--- config.mk ---
export PLATFORM = sky130hd
export DESIGN_NAME = wdog_evt_router
export DESIGN_NICKNAME = d
export VERILOG_FILES = /design/src/rtl/wdr_pkg.sv /design/src/rtl/wdr_regs.sv /design/src/rtl/wdr_counter.sv /design/src/rtl/wdr_router.sv /design/src/rtl/wdog_evt_router.sv
export SDC_FILE = /design/constraint.sdc
export NUM_CORES = 1
export LEC_CHECK = 0
export CORE_MARGIN = 2
export CORE_UTILIZATION = 33
export CTS_BUF_LIST = sky130_fd_sc_hd__clkbuf_4
export DETAILED_ROUTE_END_ITERATION = 8
export MAX_ROUTING_LAYER = met4
export REMOVE_ABC_BUFFERS = 1
export SYNTH_ARGS = -nofsm -noshare
export SYNTH_HDL_FRONTEND = slang
export SYNTH_HIERARCHICAL = 1
export SYNTH_SLANG_ARGS = --single-unit
--- constraint.sdc ---
create_clock -name clk -period 3.1 [get_ports clk]
set_input_delay 0.31 -clock clk [delete_from_list [all_inputs] [get_ports clk]]
set_output_delay 0.31 -clock clk [all_outputs]
set_load 0.005 [all_outputs]
--- src/rtl/wdr_pkg.sv ---
package wdr_pkg;
  // Register offsets relative to the base address; timeout bytes follow
  // OFS_TO0 in ascending significance, status follows the last byte.
  localparam int unsigned OFS_KICK = 0;
  localparam int unsigned OFS_CTRL = 1;
  localparam int unsigned OFS_SEL  = 2;
  localparam int unsigned OFS_TO0  = 3;

  localparam int unsigned CTRL_EN_BIT   = 6;
  localparam int unsigned STAT_FLAG_BIT = 7;
  localparam int unsigned STAT_KICK_BIT = 6;
  localparam int unsigned SEL_W         = 4;
  localparam int unsigned SEL_LSB       = 4;

  localparam logic [7:0] KICK_READ_VAL = 8'hFF;

  typedef struct packed {
    logic restart;
    logic clr_flag;
  } reg_cmd_t;
endpackage

--- src/rtl/wdr_regs.sv ---
module wdr_regs
  import wdr_pkg::*;
#(
  parameter int ADDR_W = 8,
  parameter logic [ADDR_W-1:0] BASE_ADDR = 8'h67,
  parameter int CNT_W = 24
) (
  input  logic              clk,
  input  logic              rst_n,
  input  logic [ADDR_W-1:0] io_addr,
  input  logic              io_wr,
  input  logic              io_rd,
  input  logic [7:0]        io_wdata,
  input  logic              set_flag,
  output logic [7:0]        io_rdata,
  output logic              en,
  output logic [SEL_W-1:0]  sel,
  output logic [CNT_W-1:0]  timeout,
  output logic              flag,
  output reg_cmd_t          cmd
);
  localparam int TO_BYTES = CNT_W / 8;
  localparam int OFS_STAT = OFS_TO0 + TO_BYTES;
  localparam logic [ADDR_W-1:0] A_KICK = ADDR_W'(OFS_KICK);
  localparam logic [ADDR_W-1:0] A_CTRL = ADDR_W'(OFS_CTRL);
  localparam logic [ADDR_W-1:0] A_SEL  = ADDR_W'(OFS_SEL);
  localparam logic [ADDR_W-1:0] A_STAT = ADDR_W'(OFS_STAT);

  logic [ADDR_W-1:0] off;
  logic              en_q, flag_q;
  logic [SEL_W-1:0]  sel_q;
  logic [CNT_W-1:0]  to_q;

  assign off = io_addr - BASE_ADDR;

  assign cmd.restart  = io_wr && ((off == A_KICK) ||
                                  ((off == A_STAT) && io_wdata[STAT_KICK_BIT]));
  assign cmd.clr_flag = io_wr && (off == A_STAT) && io_wdata[STAT_FLAG_BIT];

  always_ff @(posedge clk or negedge rst_n) begin
    if (!rst_n) begin
      en_q  <= 1'b0;
      sel_q <= '0;
      to_q  <= '0;
    end else if (io_wr) begin
      if (off == A_CTRL) en_q <= io_wdata[CTRL_EN_BIT];
      if (off == A_SEL)  sel_q <= io_wdata[SEL_LSB +: SEL_W];
      for (int b = 0; b < TO_BYTES; b++) begin
        if (off == ADDR_W'(OFS_TO0 + b)) to_q[8*b +: 8] <= io_wdata;
      end
    end
  end

  // A new expiry wins over a clear in the same cycle.
  always_ff @(posedge clk or negedge rst_n) begin
    if (!rst_n)            flag_q <= 1'b0;
    else if (set_flag)     flag_q <= 1'b1;
    else if (cmd.clr_flag) flag_q <= 1'b0;
  end

  always_comb begin
    io_rdata = '0;
    if (io_rd) begin
      if (off == A_KICK) io_rdata = KICK_READ_VAL;
      if (off == A_CTRL) io_rdata[CTRL_EN_BIT] = en_q;
      if (off == A_SEL)  io_rdata[SEL_LSB +: SEL_W] = sel_q;
      if (off == A_STAT) io_rdata[STAT_FLAG_BIT] = flag_q;
      for (int b = 0; b < TO_BYTES; b++) begin
        if (off == ADDR_W'(OFS_TO0 + b)) io_rdata = to_q[8*b +: 8];
      end
    end
  end

  assign en      = en_q;
  assign sel     = sel_q;
  assign timeout = to_q;
  assign flag    = flag_q;
endmodule

--- src/rtl/wdr_counter.sv ---
module wdr_counter #(
  parameter int CNT_W = 24
) (
  input  logic             clk,
  input  logic             rst_n,
  input  logic             en,
  input  logic             tick,
  input  logic             restart,
  input  logic [CNT_W-1:0] load_val,
  output logic             expire
);
  logic [CNT_W-1:0] cnt_q;
  logic             armed_q;
  logic             last;

  assign last   = (cnt_q <= CNT_W'(1));
  assign expire = en && !restart && tick && armed_q && last;

  always_ff @(posedge clk or negedge rst_n) begin
    if (!rst_n) begin
      cnt_q   <= '0;
      armed_q <= 1'b1;
    end else if (!en || restart) begin
      cnt_q   <= load_val;
      armed_q <= 1'b1;
    end else if (tick && armed_q) begin
      if (last) begin
        cnt_q   <= '0;
        armed_q <= 1'b0;
      end else begin
        cnt_q <= cnt_q - CNT_W'(1);
      end
    end
  end
endmodule

--- src/rtl/wdr_router.sv ---
module wdr_router
  import wdr_pkg::*;
#(
  parameter int N_IRQ = 11
) (
  input  logic             clk,
  input  logic             rst_n,
  input  logic             fire,
  input  logic [SEL_W-1:0] sel,
  output logic [N_IRQ-1:0] irq,
  output logic             nmi,
  output logic             sysrst
);
  localparam logic [SEL_W-1:0] CODE_NMI = SEL_W'(N_IRQ + 1);
  localparam logic [SEL_W-1:0] CODE_RST = SEL_W'(N_IRQ + 2);

  logic [N_IRQ-1:0] irq_d, irq_q;
  logic             nmi_q, rst_q;

  for (genvar i = 0; i < N_IRQ; i++) begin : g_dec
    assign irq_d[i] = fire && (sel == SEL_W'(i + 1));
  end

  always_ff @(posedge clk or negedge rst_n) begin
    if (!rst_n) begin
      irq_q <= '0;
      nmi_q <= 1'b0;
      rst_q <= 1'b0;
    end else begin
      irq_q <= irq_d;
      nmi_q <= fire && (sel == CODE_NMI);
      rst_q <= fire && (sel == CODE_RST);
    end
  end

  assign irq    = irq_q;
  assign nmi    = nmi_q;
  assign sysrst = rst_q;
endmodule

--- src/rtl/wdog_evt_router.sv ---
module wdog_evt_router
  import wdr_pkg::*;
#(
  parameter logic [7:0] BASE_ADDR = 8'h67,
  parameter int CNT_W = 24,
  parameter int N_IRQ = 11
) (
  input  logic             clk,
  input  logic             rst_n,
  input  logic             tick_en,
  input  logic [7:0]       io_addr,
  input  logic             io_wr,
  input  logic             io_rd,
  input  logic [7:0]       io_wdata,
  output logic [7:0]       io_rdata,
  output logic [N_IRQ-1:0] irq_o,
  output logic             nmi_o,
  output logic             sysrst_o
);
  logic             en_w, flag_w, expire_w;
  logic [SEL_W-1:0] sel_w;
  logic [CNT_W-1:0] timeout_w;
  reg_cmd_t         cmd_w;

  wdr_regs #(.ADDR_W(8), .BASE_ADDR(BASE_ADDR), .CNT_W(CNT_W)) regs_i (
    .clk(clk), .rst_n(rst_n), .io_addr(io_addr), .io_wr(io_wr), .io_rd(io_rd),
    .io_wdata(io_wdata), .set_flag(expire_w), .io_rdata(io_rdata),
    .en(en_w), .sel(sel_w), .timeout(timeout_w), .flag(flag_w), .cmd(cmd_w)
  );

  wdr_counter #(.CNT_W(CNT_W)) cnt_i (
    .clk(clk), .rst_n(rst_n), .en(en_w), .tick(tick_en),
    .restart(cmd_w.restart), .load_val(timeout_w), .expire(expire_w)
  );

  wdr_router #(.N_IRQ(N_IRQ)) route_i (
    .clk(clk), .rst_n(rst_n), .fire(expire_w), .sel(sel_w),
    .irq(irq_o), .nmi(nmi_o), .sysrst(sysrst_o)
  );
endmodule

# == After elaboration in Yosys (flattened, before gate mapping) ==
# Index checks and enable logic that the tools add are counted.
# classes
n_addsub,2
n_lt_le_gt_ge,1
n_eq_ne,19
mux,16
reduce_logical,36
# ops
op,count
24-bit two-way mux,3
8-bit two-way mux,5
"4-bit equality test, second input constant",6
"8-bit by 3-bit equality test with 1-bit output, second input constant",3
"24-bit by 1-bit less-or-equal comparator with 1-bit output, second input constant",1
"24-bit by 1-bit subtractor with 24-bit output, second input constant",1
1-bit logical AND,22
"4-bit by 3-bit equality test with 1-bit output, second input constant",4
"8-bit by 2-bit equality test with 1-bit output, second input constant",2
2-bit AND reduction,6
"4-bit by 2-bit equality test with 1-bit output, second input constant",2
"8-bit by 1-bit equality test with 1-bit output, second input constant",1
8-bit zero test,1
"8-bit by 7-bit subtractor with 8-bit output, second input constant",1
1-bit two-way mux,7
2-bit nonzero test,3
"4-bit by 1-bit equality test with 1-bit output, second input constant",1
4-bit two-way mux,1
1-bit zero test,2
1-bit logical OR,2
# word_totals
reg_bits,68

# == Logic depth before layout (Yosys ltp) ==
# depth
word_depth,11
mapped_depth,11
depth_no_buf,8

# == Hierarchy ==
# Netlist, hierarchy kept.
# by_module_without_submodules
module,n_inst,cells_each,area_per_inst_um2,seq_area_each_um2
wdr_counter,1,204,1696.6,626.9
wdr_regs,1,148,1670.4,750.7
wdr_router,1,34,432.9,325.3

# == Worst setup path after synthesis ==
# Ideal clock, no wire load.
# synth_path
path_type,input-to-reg
startpoint,input port io_addr[1]
endpoint,"register route_i.irq_q[7], in the netlist route_i/irq[7]"
arrival_time_ns,2.151
required_time_ns,2.999
slack_ns,0.848
path_stages,11
cell_sequence,buf_2 buf_1 and2b_1 a21oi_1 nor2_1 nand2b_1 clkbuf_1 clkbuf_1 nor3_1 nand2b_1 nor4_1
# synth_rtl
item,line_no,rtl
start: declaration,wdog_evt_router.sv:11,"input logic [7:0] io_addr,"
end signal: assignment,wdr_router.sv:30,irq_q <= irq_d;
end: declaration,wdr_router.sv:17,"logic [N_IRQ-1:0] irq_d, irq_q;"

# == Final worst setup path ==
# layout_path
startpoint,input port io_addr[3]
endpoint,output port io_rdata[4]
# layout_via
elab_chain_cells,8
word_cells_on_any_way,12
# layout_lines
item,line_no,rtl
8-bit by 7-bit subtractor with 8-bit output *,wdr_regs.sv:34,assign off = io_addr - BASE_ADDR;
8-bit zero test,wdr_regs.sv:64,if (off == A_KICK) io_rdata = KICK_READ_VAL;
8-bit two-way mux,wdr_regs.sv:64,
4-bit two-way mux,wdr_regs.sv:66,if (off == A_SEL) io_rdata[SEL_LSB +: SEL_W] = sel_q;
8-bit two-way mux (2 in a row),wdr_regs.sv:69,if (off == ADDR_W'(OFS_TO0 + b)) io_rdata = to_q[8*b +: 8];
8-bit two-way mux *,wdr_regs.sv:69,
8-bit two-way mux *,wdr_regs.sv:63,if (io_rd) begin
end: declaration,wdog_evt_router.sv:15,"output logic [7:0] io_rdata,"
# Mark *: on every way between the ends. The rest lies on a longest branch, timed or not.

==> summary.txt <==
Status
  • Status: completed

Setup path
  • Worst Setup End Kind: primary output
  • Worst path required time: 2790 ps
  • Critical path's slowest cell: clkdlybuf4s50_1
  • Data arrival time of the critical path: 2470 ps
  • Buffer and inverter count on the worst path: 2
  • Worst flop-to-flop path endpoint: route_i/irq[7]
  • CP most frequent cell: clkdlybuf4s50_1
  • Kind of critical path: in -> out
  • Reg2Reg Depth: 6
  • Peak per-stage delay on the critical path: 630 ps
  • R2r setup slk: 570 ps
  • CP startpoint kind: input pin
  • CP max FO: 10
  • RR Startpoint: cnt_i/cnt_q[6]
  • CP Launch Point: io_addr[3]
  • Top delay family on crit path: buffers and inverters
  • Crit path cell chain: clkdlybuf4s50_1 > nor3b_1 > nand3_1 > o21ai_0 > a211oi_1 > clkdlybuf4s50_1

Detailed routing
  • Initial DRC Count: 248
  • Via/cell ratio: 5.62
  • WL/cell: 18.2 um
  • Total Wirelength: 10500 um
  • Antenna-violating nets left: 0
  • Detailed-router iteration count before antenna repair: 5
  • Total number of vias: 3245
  • DR DRC count: 0

Place
  • RePlAce Congestion: 0.940
  • Placed cells: 562
  • PortBufs: 41
  • Hpwl dp: 7760 um

Yosys
  • Avg Inst Size Synth: 9.86 um2
  • Cell count after synthesis: 385
  • Mapped Area: 3800 um2
  • Synth Warn #: 6

Clocking
  • CTS tree: done
  • Clk pin slew, worst setup/hold paths: 120 ps
  • Max Buffers Root-to-Sink: 2
  • Total CTS buffers: 9
  • Post-CTS Resized: 0
  • H-tree levels: 3
  • Latest clock arrival within the worst-skew pair: 390 ps
  • CTS root buf: clkbuf_4
  • Setup Buffers After CTS: 0
  • Number of buffers inserted by hold repair at cts: 0
  • Clock Sink Count: 68

Timing
  • Count of pins over their slew limit: 0
  • Fin crit share: 89.8%
  • Actual slew at the worst max-slew pin: 858 ps
  • Clock Skew: 14.5 ps
  • Setup TNS: 0 ps
  • Hold Vio Cnt, Final: 0
  • RSZ-0062 raised after global routing: false
  • # setup viols final: 0
  • Fmax: 359 MHz
  • Crit path time final: 2780 ps
  • Relative slew slack: 42.8%

Floorplanning
  • Die area: 12400 um2
  • Die Y: 111 um
  • Initial Utilization: 33.5%
  • Die Span X: 111 um
  • Boundary Pins: 42
  • # rows: 39
  • Core box area: 11300 um2

Min path
  • Min-Delay Path Class: in -> async

Layout
  • Most frequent cells in the layout: 67 x dfrtp_1, 40 x clkdlybuf4s50_1, 35 x nand2_1, 34 x nor2_1
  • Final Core Density: 39.6%
  • Non-filler cells, final: 577
  • Layout cell share with drive strength beyond 1: 18.7%
  • # nets final: 453
  • Layout area overhead: 18.1%
  • Most common cell after layout, fill and taps aside: dfrtp_1
  • Ant diodes: 0
  • Fillers: 1123

Pwr
  • Pleak: 1.96 nW
  • Maximum vdd drop: 0.223 mV
  • PwrDens: 466 nW/um2
  • Overall power: 2.09 mW

Global routing
  • Global Route Usage Sum: 17.9%
  • Number of global-route vias before repair: 3217
  • Grt total ovfl: 0
  • First-pass GRT wire length: 17200 um
  • Largest net degree at the start of global routing: 39
  • Initial antenna violation count: 0

Run
  • Max-cap check violation count: 0
area by class of cell:
class                   instances  area (um2)  share of cell area [%]
multi-input cells             292        1970                    44.0
flip-flops and latches         68        1700                    38.0
well taps                     143         179                    3.99
repair buffers                 53         495                    11.0
clock inverters                 6        42.5                   0.949
clock buffers                   9        67.6                    1.51
inverters                       6        22.5                   0.502
worst max-delay path by stage:
| stage | end | slack, ps | cells past startpoint |
|---|---|---|---|
| global placement | io_rdata[6] | 410 | 6 |
| global route | io_rdata[4] | 210 | 6 |
| detailed placement | io_rdata[4] | 320 | 6 |
| CTS | io_rdata[4] | 330 | 6 |
| floorplan | cnt_i/cnt_q[12] | 760 | 8 |
| finish | io_rdata[4] | 320 | 6 |
per-layer routing:
metal	GRT usage, %	part of all wire (%)	vias up
met3	2.57	4.4	10
met2	27.8	48	115
li1	-	-	1512
met1	24.1	46	1608
met5	-	0	-
met4	6.17	1.5	0
metrics by stage:
step	instance area, um2	setup slack (ps)	hold slack, ps
4_1_cts	4480	325	22.2
3_5_place_dp	4370	319	469
5_1_grt	4480	210	64.4
2_1_floorplan	3700	761	14.4
3_3_place_gp	4370	412	457
6_report	4480	317	10.5
flip-flops by register name (all words and copies together) (netlist names):
name            count
route_i/irq        11
cnt_i/cnt_q        24
route_i/nmi         1
route_i/sysrst      1
cnt_i/armed_q       1
regs_i/timeout     24
regs_i/en           1
regs_i/flag         1
regs_i/sel          4
where the power goes:
part | switching (mW) | internal, mW
Combinational | 0.352 | 0.250
Sequential | 0.0649 | 0.935
Clock | 0.326 | 0.160
Power figures use the tool's default switching activity.
